--- src/rtl/wake_pme_ctrl.sv ---
module wake_pme_ctrl #(
  parameter int PM_W       = 16,
  parameter int STS_W      = 32,
  parameter int EN_BIT     = 8,
  parameter int PME_BIT    = 15,
  parameter int WAKE_BIT   = 28,
  parameter int PSTATE_W   = 2
) (
  input  logic             clk,
  input  logic             rst_n,
  input  logic             wol_off_strap,
  input  logic             magic_evt,
  input  logic             frame_evt,
  input  logic             link_evt,
  input  logic             pm_wr,
  input  logic [PM_W-1:0]  pm_wdata,
  output logic [PM_W-1:0]  pm_rdata,
  input  logic             sts_wr,
  input  logic [STS_W-1:0] sts_wdata,
  input  logic             opt_wr,
  input  logic [1:0]       opt_wdata,
  output logic             pme_status,
  output logic             sts_wake,
  output logic             irq_n,
  output logic             lan_wake
);

  logic                hw_dis;
  logic                pm_en;
  logic [PSTATE_W-1:0] pstate;
  logic                magic_dis, link_dis;
  logic                pme_q, wake_q;
  logic                armed, hit, accept;
  logic                pme_clr, wake_clr;

  always_ff @(posedge clk)
    if (!rst_n) hw_dis <= wol_off_strap;

  assign armed  = !hw_dis && pm_en && (pstate != '0);
  assign hit    = (magic_evt && !magic_dis) || frame_evt || (link_evt && !link_dis);
  assign accept = armed && hit;

  assign pme_clr  = pm_wr  && pm_wdata[PME_BIT];
  assign wake_clr = sts_wr && sts_wdata[WAKE_BIT];

  always_ff @(posedge clk) begin
    if (!rst_n) begin
      pm_en     <= 1'b0;
      pstate    <= '0;
      magic_dis <= 1'b0;
      link_dis  <= 1'b0;
      pme_q     <= 1'b0;
      wake_q    <= 1'b0;
    end else begin
      if (pm_wr) begin
        pm_en  <= pm_wdata[EN_BIT];
        pstate <= pm_wdata[PSTATE_W-1:0];
      end
      if (opt_wr) begin
        magic_dis <= opt_wdata[0];
        link_dis  <= opt_wdata[1];
      end
      if (accept)       pme_q <= 1'b1;
      else if (pme_clr) pme_q <= 1'b0;
      if (accept)        wake_q <= 1'b1;
      else if (wake_clr) wake_q <= 1'b0;
    end
  end

  always_comb begin
    pm_rdata                   = '0;
    pm_rdata[PSTATE_W-1:0]     = pstate;
    pm_rdata[EN_BIT]           = pm_en;
    pm_rdata[PME_BIT]          = pme_q;
  end

  assign pme_status = pme_q;
  assign sts_wake   = wake_q;
  assign lan_wake   = pme_q || wake_q;
  assign irq_n      = !(pme_q || wake_q);

endmodule


--- config.mk ---
export PLATFORM = sky130hd
export DESIGN_NAME = wake_pme_ctrl
export DESIGN_NICKNAME = d
export VERILOG_FILES = /design/src/rtl/wake_pme_ctrl.sv
export SDC_FILE = /design/constraint.sdc
export NUM_CORES = 1
export LEC_CHECK = 0
export BUFFER_PORTS_ARGS = -buffer_cell sky130_fd_sc_hd__buf_2
export CORE_UTILIZATION = 27
export CTS_CLUSTER_DIAMETER = 60
export DETAILED_ROUTE_END_ITERATION = 7
export PLACE_DENSITY = 0.82
export SLEW_MARGIN = 20
export SYNTH_ARGS = -nofsm -noshare
export SYNTH_HDL_FRONTEND = slang
export SYNTH_SLANG_ARGS = --single-unit
--- constraint.sdc ---
create_clock -name clk -period 1.3 [get_ports clk]
set_clock_uncertainty 0.05 [all_clocks]
set_input_delay 0.13 -clock clk [delete_from_list [all_inputs] [get_ports clk]]
set_output_delay 0.13 -clock clk [all_outputs]
set_load 0.01 [all_outputs]
==> out/metrics.yaml <==
status:
  status: "finished, final reports clean"
sta:
  rsz0062_at_grt: "no"
  period_needed_ns: 1.216
  drv_slew: 0
  period_share_pct: 93.58
  hold_viol_final: 0
  achievable-frequency_mhz: 822.0
  fin_ws_ns: 0.08351
  whs_ns: 0.06142
  setup_viol: 0
  setup_tns_ns: 0
routing:
  vias: 357
  drc_errors: 0
  finalWirelength_um: 793
  final_antenna_net_count: 0
  first_pass_iters: 2
  wl_per_cell_um: 9.115
  dr.first_iter.drc_count: 1
  vias_per_cell: 4.103
worst_setup_path:
  end_kind: "primary output"
  cp.required_ns: 1.12
  max_stage_delay_ns: 0.31
  r2r-end: "sts_wake"
  cpMaxStageDelayCell: "dfxtp_1"
  path_cells: "or2_2, inv_1, buf_2"
  cp_max_fo: 3
  crit_path_start_kind: "flop"
  worst-path-buf-inv: 2
  worstSetupPathType: "reg -> out"
  reg2regPathDepth: 3
  critPathArrivalTime_ns: 1.04
  r2r_start: "magic_dis"
  r2r_setup_slack_ns: 0.37
  critPathTopFamily: "flip-flops"
finish:
  fin_cells: 87
  design_area_um2: 530.5
  drive_gt1_share_pct: 38.89
  register_area_um2: 170.2
  multi_input_area_um2: 171.4
  antennaDiodeCount: 0
  nets: 132
  fillerInstances: 145
  syn2layout_area_growth_pct: 25.07
  final_core_util_pct: 38.37
placed_design:
  placement.io_buffers: 23
  dp_hpwl_um: 639.6
  gp_congestion: 0.6373
  dpl_cell_area_um2: 494.2
  placed_cells: 82
  dp_slack_ns: 0.3420
yosys:
  synth_area_leaders: "dfxtp_1, buf_4, mux2i_1"
  syn_area_um2: 424.2
  avgSynthCellArea_um2: 9.025
  synth_top_cell_by_area: "dfxtp_1"
  synth_cells: 47
  seq_area_frac_synth_pct: 40.12
  synthDistinctLibCells: 13
  synth_top_area_share_pct: 33.04
  ys_ff_latch: 8
  yosysWarningCount: 0
grt:
  grt_pass1_vias: 339
  grt_pass1_wl_um: 1393
  antenna_found_initial: 0
  grt_max_degree: 7
  grt.total_usage_pct: 10.71
  grt.overflow.total: 0
floorplan:
  pin_count: 79
  start_util_pct: 30.68
  dieArea_mm2: 0.001733
  core_mm2: 0.001383
  die_w_um: 41.64
  row_count: 13
  fp.dieH_um: 41.64
clocking:
  postCtsResizedCells: 0
  cts_tree: "built"
  clk_pin_slew_worst_paths_ns: 0.06
  cts_buffers: 3
  holdBufCountCts: 1
  cts_max_level: 1
  cts-root-buf: "clkbuf_4"
  cts.sinks: 8
  clockBufferDepth: 2
  clkLatencyLatePin_ns: 0.26
  cts_setup_buffers: 0
min_path:
  holdPathStages: 3
  hp-start: "pm_wdata[8]"
  hold_path.class: "in -> reg"
  holdPathEnd: "pm_en"
pwr:
  finalPower_mw: 0.5640
  ir_drop_uv: 638.0
  power.leakage_nw: 0.2961
  power_density_mw_per_mm2: 1063
flow_run:
  cap_viol_max_count: 0
worst register-to-register path, delay by kind of cell, from the launching register on:
kind / cells / cell delay (ns)
compound gates: 2 / 0.38
buf+inv: 1 / 0.05
flops: 1 / 0.33
registers in the layout (all words and copies together), names as in the netlist:
name / cells
pstate: 2
hw_dis: 1
link_dis: 1
magic_dis: 1
pm_en: 1
pme_status: 1
sts_wake: 1
power breakdown:
group | switching, mW | internal [mW]
registers | 0.00802 | 0.263
clock network | 0.0891 | 0.118
logic | 0.0481 | 0.0376
total | 0.145 | 0.419
Yosys cell counts:
master,number
a221oi_2,1
buf_4,14
conb_1,1
dfxtp_1,7
edfxtp_1,1
inv_1,5
mux2i_1,5
nand2_1,2
nand3_1,2
nor2_1,5
o2111ai_1,1
o21ai_1,2
or2_2,1
layout make-up:
cell class / instances / area share (%)
clock buffers: 4 / 4.953
inverters: 5 / 3.538
multi-input cells: 31 / 32.31
flip-flops and latches: 8 / 32.08
well taps: 15 / 3.538
repair buffers: 24 / 23.58
kinds of logic after synthesis:
family                 count (synthesis)  share of synthesized area (%)
AOI/OAI and AO/OA                      4                          7.964
buffers and inverters                 19                          29.20
DFF                                    8                          40.12
muxes                                  5                          11.80
other                                  1                         0.8841
and+or+nand+nor                       10                          10.03
worst max path at each step:
stage | start | to | slack, ns | cells after the start
2_1_floorplan | sts_wake | irq_n | 0.36 | 2
3_3_place_gp | sts_wake | irq_n | 0.35 | 3
3_5_place_dp | sts_wake | irq_n | 0.34 | 3
4_1_cts | sts_wake | irq_n | 0.06 | 3
5_1_grt | sts_wake | irq_n | 0.02 | 3
6_report | sts_wake | irq_n | 0.08 | 3
layout by cell type, fill, tap and decap left out:
master	Yosys	final
buf_2	0	23
conb_1	1	12
dfxtp_1	7	7
inv_1	5	5
mux2i_1	5	5
nor2_1	5	5
clkbuf_4	0	3
nand2_1	2	2
nand3_1	2	2
o21ai_1	2	2
or2_2	1	1
o2111ai_1	1	1
a221oi_2	1	1
clkbuf_1	0	1
dlygate4sd3_1	0	1
edfxtp_1	1	1
routing by layer:
| metal | wire (µm) | vias to the layer above | GRT usage [%] |
|---|---|---|---|
| li1 | - | 176 | - |
| met5 | 0 | - | 0 |
| met2 | 401 | 24 | 17.81 |
| met4 | 8 | 0 | 11.61 |
| met3 | 42 | 2 | 1.304 |
| met1 | 341 | 155 | 10.90 |
No activity file was read; power rests on OpenSTA's default activity.
